### src/rtl/clink_pkg.sv
package clink_pkg;
    localparam int DATA_W = 9;
    localparam int CHK_W  = 4;
    localparam int CODE_W = DATA_W + CHK_W;
    localparam int LINK_W = 7;
    localparam int A_DATA = LINK_W - 1;
    localparam int B_DATA = DATA_W - A_DATA;

    typedef enum logic {PH_FIRST = 1'b0, PH_SECOND = 1'b1} phase_e;

    typedef struct packed {
        logic [DATA_W-1:0] data;
        logic              err;
    } dec_t;

    // Scatter data bits over the non-power-of-two codeword positions.
    function automatic logic [CODE_W:1] place_data(input logic [DATA_W-1:0] d);
        logic [CODE_W:1] c;
        int k;
        c = '0;
        k = 0;
        for (int p = 1; p <= CODE_W; p++) begin
            if ((p & (p - 1)) != 0) begin
                c[p] = d[k];
                k++;
            end
        end
        return c;
    endfunction

    function automatic logic [CHK_W-1:0] check_bits(input logic [DATA_W-1:0] d);
        logic [CODE_W:1] c;
        logic [CHK_W-1:0] h;
        c = place_data(d);
        h = '0;
        for (int b = 0; b < CHK_W; b++)
            for (int p = 1; p <= CODE_W; p++)
                if (((p >> b) & 1) == 1) h[b] = h[b] ^ c[p];
        return h;
    endfunction

    function automatic dec_t decode(input logic [DATA_W-1:0] d, input logic [CHK_W-1:0] h);
        logic [CODE_W:1] c;
        logic [CHK_W-1:0] syn;
        dec_t r;
        int k;
        c = place_data(d);
        for (int b = 0; b < CHK_W; b++) c[1 << b] = h[b];
        syn = '0;
        for (int p = 1; p <= CODE_W; p++)
            if (c[p]) syn = syn ^ CHK_W'(p);
        if (syn != '0 && int'(syn) <= CODE_W) c[syn] = ~c[syn];
        r.data = '0;
        k = 0;
        for (int p = 1; p <= CODE_W; p++) begin
            if ((p & (p - 1)) != 0) begin
                r.data[k] = c[p];
                k++;
            end
        end
        r.err = (syn != '0);
        return r;
    endfunction
endpackage

### src/rtl/clink_tx.sv
module clink_tx
    import clink_pkg::*;
(
    input  logic              clk,
    input  logic              rst,
    input  logic              busy_mode,
    input  logic              tx_valid,
    input  logic [DATA_W-1:0] tx_word,
    output logic              tx_ready,
    output logic [LINK_W-1:0] link_o
);
    phase_e            phase_q;
    logic [LINK_W-1:0] link_q;
    logic [B_DATA-1:0] hi_q;
    logic [CHK_W-1:0]  chk_q;
    logic              start;

    assign start    = (phase_q == PH_FIRST) && (busy_mode ? (tx_word != '0) : tx_valid);
    assign tx_ready = (phase_q == PH_FIRST);
    assign link_o   = link_q;

    always_ff @(posedge clk) begin
        if (rst) begin
            phase_q <= PH_FIRST;
            link_q  <= '0;
            hi_q    <= '0;
            chk_q   <= '0;
        end else if (phase_q == PH_SECOND) begin
            link_q  <= {chk_q, hi_q};
            phase_q <= PH_FIRST;
        end else if (start) begin
            link_q  <= {1'b1, tx_word[A_DATA-1:0]};
            hi_q    <= tx_word[DATA_W-1:A_DATA];
            chk_q   <= check_bits(tx_word);
            phase_q <= PH_SECOND;
        end else begin
            link_q  <= '0;
        end
    end

    a_r3_ready_drop: assert property (@(posedge clk) disable iff (rst)
        (!busy_mode && tx_valid && tx_ready) |=> (!tx_ready && link_o[LINK_W-1]));
    a_r3_ready_return: assert property (@(posedge clk) disable iff (rst)
        !tx_ready |=> tx_ready);
    a_r8_quiet_link: assert property (@(posedge clk) disable iff (rst)
        (busy_mode && tx_ready && tx_word == '0) |=> (link_o == '0));
    a_r8_resend: assert property (@(posedge clk) disable iff (rst)
        (busy_mode && tx_ready && tx_word != '0) |=> link_o[LINK_W-1]);
endmodule

### src/rtl/clink_rx.sv
module clink_rx
    import clink_pkg::*;
(
    input  logic              clk,
    input  logic              rst,
    input  logic              busy_mode,
    input  logic [LINK_W-1:0] link_i,
    output logic [DATA_W-1:0] rx_word,
    output logic              rx_valid,
    output logic              rx_err
);
    phase_e            ph_q;
    logic [A_DATA-1:0] lo_q;
    logic [DATA_W-1:0] last_q, prev_q;
    logic              valid_q, err_q;
    dec_t              dec;

    always_comb dec = decode({link_i[B_DATA-1:0], lo_q}, link_i[LINK_W-1:B_DATA]);

    always_ff @(posedge clk) begin
        if (rst) begin
            ph_q    <= PH_FIRST;
            lo_q    <= '0;
            last_q  <= '0;
            prev_q  <= '0;
            valid_q <= 1'b0;
            err_q   <= 1'b0;
        end else begin
            valid_q <= 1'b0;
            err_q   <= 1'b0;
            if (ph_q == PH_SECOND) begin
                prev_q  <= last_q;
                last_q  <= dec.data;
                valid_q <= 1'b1;
                err_q   <= dec.err;
                ph_q    <= PH_FIRST;
            end else if (link_i[LINK_W-1]) begin
                lo_q    <= link_i[A_DATA-1:0];
                ph_q    <= PH_SECOND;
            end else if (busy_mode) begin
                prev_q  <= last_q;
                last_q  <= '0;
            end
        end
    end

    assign rx_word  = busy_mode ? (last_q | prev_q) : last_q;
    assign rx_valid = valid_q;
    assign rx_err   = err_q;

    a_r5_single_pulse: assert property (@(posedge clk) disable iff (rst)
        rx_valid |=> !rx_valid);
    a_r6_err_in_pulse: assert property (@(posedge clk) disable iff (rst)
        rx_err |-> rx_valid);
    a_r7_hold_word: assert property (@(posedge clk) disable iff (rst)
        (!busy_mode && $stable(busy_mode) && !rx_valid) |-> $stable(rx_word));
endmodule

### src/rtl/cluster_link.sv
module cluster_link
    import clink_pkg::*;
(
    input  logic              clk,
    input  logic              rst,
    input  logic              busy_mode,
    input  logic              tx_valid,
    input  logic [DATA_W-1:0] tx_word,
    output logic              tx_ready,
    output logic [LINK_W-1:0] link_o,
    input  logic [LINK_W-1:0] link_i,
    output logic [DATA_W-1:0] rx_word,
    output logic              rx_valid,
    output logic              rx_err
);
    clink_tx u_tx (
        .clk       (clk),
        .rst       (rst),
        .busy_mode (busy_mode),
        .tx_valid  (tx_valid),
        .tx_word   (tx_word),
        .tx_ready  (tx_ready),
        .link_o    (link_o)
    );

    clink_rx u_rx (
        .clk       (clk),
        .rst       (rst),
        .busy_mode (busy_mode),
        .link_i    (link_i),
        .rx_word   (rx_word),
        .rx_valid  (rx_valid),
        .rx_err    (rx_err)
    );
endmodule

### config.mk
export PLATFORM = sky130hd
export DESIGN_NAME = cluster_link
export DESIGN_NICKNAME = d
export VERILOG_FILES = /design/src/rtl/clink_pkg.sv /design/src/rtl/clink_tx.sv /design/src/rtl/clink_rx.sv /design/src/rtl/cluster_link.sv
export SDC_FILE = /design/constraint.sdc
export NUM_CORES = 1
export LEC_CHECK = 0
export ABC_CLOCK_PERIOD_IN_PS = 5300
export BUFFER_PORTS_ARGS = -buffer_cell sky130_fd_sc_hd__buf_2
export CORE_MARGIN = 2
export CORE_UTILIZATION = 45
export CTS_BUF_LIST = sky130_fd_sc_hd__clkbuf_4 sky130_fd_sc_hd__clkbuf_8
export DETAILED_ROUTE_END_ITERATION = 8
export HOLD_SLACK_MARGIN = 0.03
export PLACE_DENSITY_LB_ADDON = 0.15
export SYNTH_ARGS = -nofsm -noshare
export SYNTH_HDL_FRONTEND = slang
export SYNTH_SLANG_ARGS = --single-unit
### constraint.sdc
create_clock -name clk -period 5.3 [get_ports clk]
set_input_delay 1.06 -clock clk [delete_from_list [all_inputs] [get_ports clk]]
set_output_delay 1.06 -clock clk [all_outputs]
set_load 0.01 [all_outputs]
==> flow_summary.ini <==
[status]
status = finished clean

[yosys]
synth_area_mm2 = 0.00243
ys.flop_type = dfxtp_1
synth_edf_count = 0
synthCells = 264
syn-num-nets = 286
async_reset_ff_frac = 0
synthDistinctLibCells = 52
seq_area_frac_synth = 0.346
synth_seq_cells = 42
ys_warn_count = 0
syn_avg_cell_area_um2 = 9.21

[floorplanning]
core_area_mm2 = 0.00517
start_util = 0.470
ioPinCount = 39
dieArea_mm2 = 0.00601
die_w_um = 77.5
chipHeight_um = 77.5
num_rows = 26

[power_and_ir_drop]
pwr-share-comb = 0.286
power_density_mw_per_mm2 = 311
clkPwrFrac = 0.302
ir_drop_uv = 133
switching_share = 0.308
leakage_nw = 1.30
p_int_w = 0.000594
p_switching_w = 0.000264
p_seq_frac = 0.412

[timing]
slew_headroom = 0.500
rsz0062_at_grt = false
clock_skew_ns = 0.00627
fin_crit_sh = 0.544
worst_slew_pin_slew_ns = 0.750
finalSetupTns_ns = 0
clock.fmax_mhz = 347
finalHoldViolCount = 0
period_minus_slack_ns = 2.88
setup_viol = 0
slew_violations = 0

[placement]
dpl_cell_area_mm2 = 0.00264
place_congestion = 0.855
post-dp-hpwl_um = 3720
numPortBuffers = 38

[worst_setup_path]
worstPathRequired_ns = 5.50
reg2reg_from = u_rx.lo_q[0]
cp.arrival_ns = 3.08
endpoint_kind = flop
cp-startpoint = link_i[0]
worstPathMaxFanout = 10
cpMaxStageDelayCell = xnor3_1
slowest_delay_ns = 0.56
cp_cell_sequence = buf_2 > xnor2_1 > xnor3_1 > or2_2 > a2111oi_2 > a31oi_1 > o41ai_2
startpoint_type = input port
reg2reg_depth = 6
path_class = in -> reg

[clock_tree]
cts_tree = built
clock-sinks = 42
hold_buffers = 0
postCtsSetupRepairBufs = 0
htree_levels = 2
clk_latency_ns = 0.29
cts_buffers = 5
clock_path_buffers = 2
ctsResizeCount = 0
path_clk_slew_ns = 0.08
root_buffer = clkbuf_8

[final_layout]
design.final.nets = 315
design_area_mm2 = 0.00275
diodes = 0
filler_cell_count = 499
synthToLayoutAreaGrowth_pct = 13.2
drive_above_1_share = 0.204

[detailed_routing]
first_pass_iters = 4
drt-total-wl_um = 5240
ant_nets = 0
wl_per_cell_um = 14.4
drtIter0Drc = 90
dr_total_vias = 1881
drc = 0
via_per_inst = 5.17

[min_path]
hp-start = u_rx.last_q[3]
whs_path_depth = 2
hp-class = reg -> reg

[global_routing]
antenna_found_initial = 0
grt_max_degree = 40
globalRouteOverflowTotal = 0
grt_first_pass_wirelength_um = 8820
grt_pass1_vias = 1794
grt_usage = 0.185

[job]
max-cap-violations = 0
-- power by group through the flow --
stage	registers (W)	logic [W]	clock network [W]
CTS	0.000353	0.000245	0.000268
floorplan	0.000352	0.000197	0
global placement	0.000360	0.000241	0
global route	0.000356	0.000269	0.000280
detailed placement	0.000360	0.000243	0
finish	0.000353	0.000245	0.000259
-- per-stage QoR --
stage                     worst slack, ns  utilization  power (W)  hold WS [ns]  instances
after floorplan                      2.37            -   0.000549         0.438        264
after global placement               2.15        0.510   0.000601         0.460        356
after detailed placement             2.13        0.510   0.000603         0.471        356
after CTS                            2.41        0.532   0.000866         0.482        364
after global routing                 2.21        0.532   0.000905         0.512        364
final                                2.42        0.532   0.000857         0.481        364
-- sequential cells by signal, summed over array words and instances (netlist names) --
register / flops
u_tx.hi_q: 3
u_tx.phase_q: 1
u_rx.lo_q: 6
u_tx.link_o: 7
u_rx.ph_q: 1
u_tx.chk_q: 4
u_rx.prev_q: 9
u_rx.rx_err: 1
u_rx.rx_valid: 1
u_rx.last_q: 9
-- cell families (layout without fill, tap and decap cells) --
family / after synthesis / count (layout) / synth area share
AND/OR/NAND/NOR: 80 / 80 / 0.155
multiplexers: 23 / 23 / 0.0952
buffers and inverters: 27 / 57 / 0.0489
XOR/XNOR: 43 / 43 / 0.200
adder cells (fa/ha/maj): 2 / 2 / 0.0103
AO/OA/AOI/OAI: 47 / 47 / 0.145
flip-flops: 42 / 42 / 0.346
-- path summary, 6_finish.rpt --
check                         to  slack, ns
hold / removal    u_rx.last_q[3]       0.48
setup / recovery  u_rx.last_q[6]       2.42
hold reg to reg   u_rx.last_q[3]       0.48
setup reg to reg  u_rx.last_q[7]       2.77
-- layout make-up --
class	instances	area (um2)	area share
Clock inverter	2	37.5	0.0136
Timing Repair Buffer	40	205	0.0745
Clock buffer	6	76.3	0.0277
Multi-Input combinational cell	195	1470	0.535
Sequential cell	42	841	0.305
Tap cell	70	87.6	0.0318
Inverter	9	33.8	0.0123
-- Yosys cell counts (2+ instances only) --
cell type	n	area [um2]
a21oi_1	7	35.0
a21o_1	10	75.1
nand4_1	2	12.5
o211a_1	2	20.0
nand2_1	11	41.3
clkbuf_1	10	37.5
and3_1	3	18.8
buf_2	5	25.0
a211oi_1	2	15.0
or3_1	2	12.5
xnor2_2	2	32.5
o22ai_1	2	12.5
nand2b_1	4	25.0
o21ai_0	5	25.0
ha_1	2	25.0
or2_2	3	18.8
nor2_1	37	139
mux2i_1	22	220
inv_1	9	33.8
nand3_1	2	10.0
a22oi_1	6	45.0
xor2_1	6	52.6
xnor2_1	28	245
o211ai_1	2	15.0
nor2b_1	5	31.3
nor3_1	6	30.0
dfxtp_1	42	841
xnor3_1	3	67.6
-- layout by cell type (no fill, tap or decap), types with 2 or more instances in the layout --
master,count
dfxtp_1,42
nand3_1,2
o21ai_0,5
ha_1,2
buf_4,2
and3_1,3
nand2_1,11
a21o_1,10
a211oi_1,2
xor2_1,6
xnor2_2,2
or3_1,2
mux2i_1,22
o211a_1,2
xnor2_1,28
nor2_1,37
nand4_1,2
xnor3_1,3
o211ai_1,2
inv_1,9
buf_2,38
clkbuf_8,5
nor3_1,6
a22oi_1,6
nand2b_1,4
or2_2,3
o22ai_1,2
a21oi_1,7
nor2b_1,5
-- worst max-delay path, delay by kind of cell --
kind | cells | cell delay, ns
AOI/OAI and AO/OA | 3 | 0.72
xor gates and xnor gates | 2 | 0.74
buffers and inverters | 1 | 0.22
and+or+nand+nor | 1 | 0.33
-- metal layers --
layer | up-vias | global-route usage | routed length, um
li1 | 962 | - | -
met1 | 881 | 0.244 | 2520
met2 | 31 | 0.301 | 2490
met3 | 7 | 0.0395 | 173
met4 | 0 | 0.0589 | 63
met5 | - | 0 | 0
Note: power is estimated with default switching activity, not from simulation.
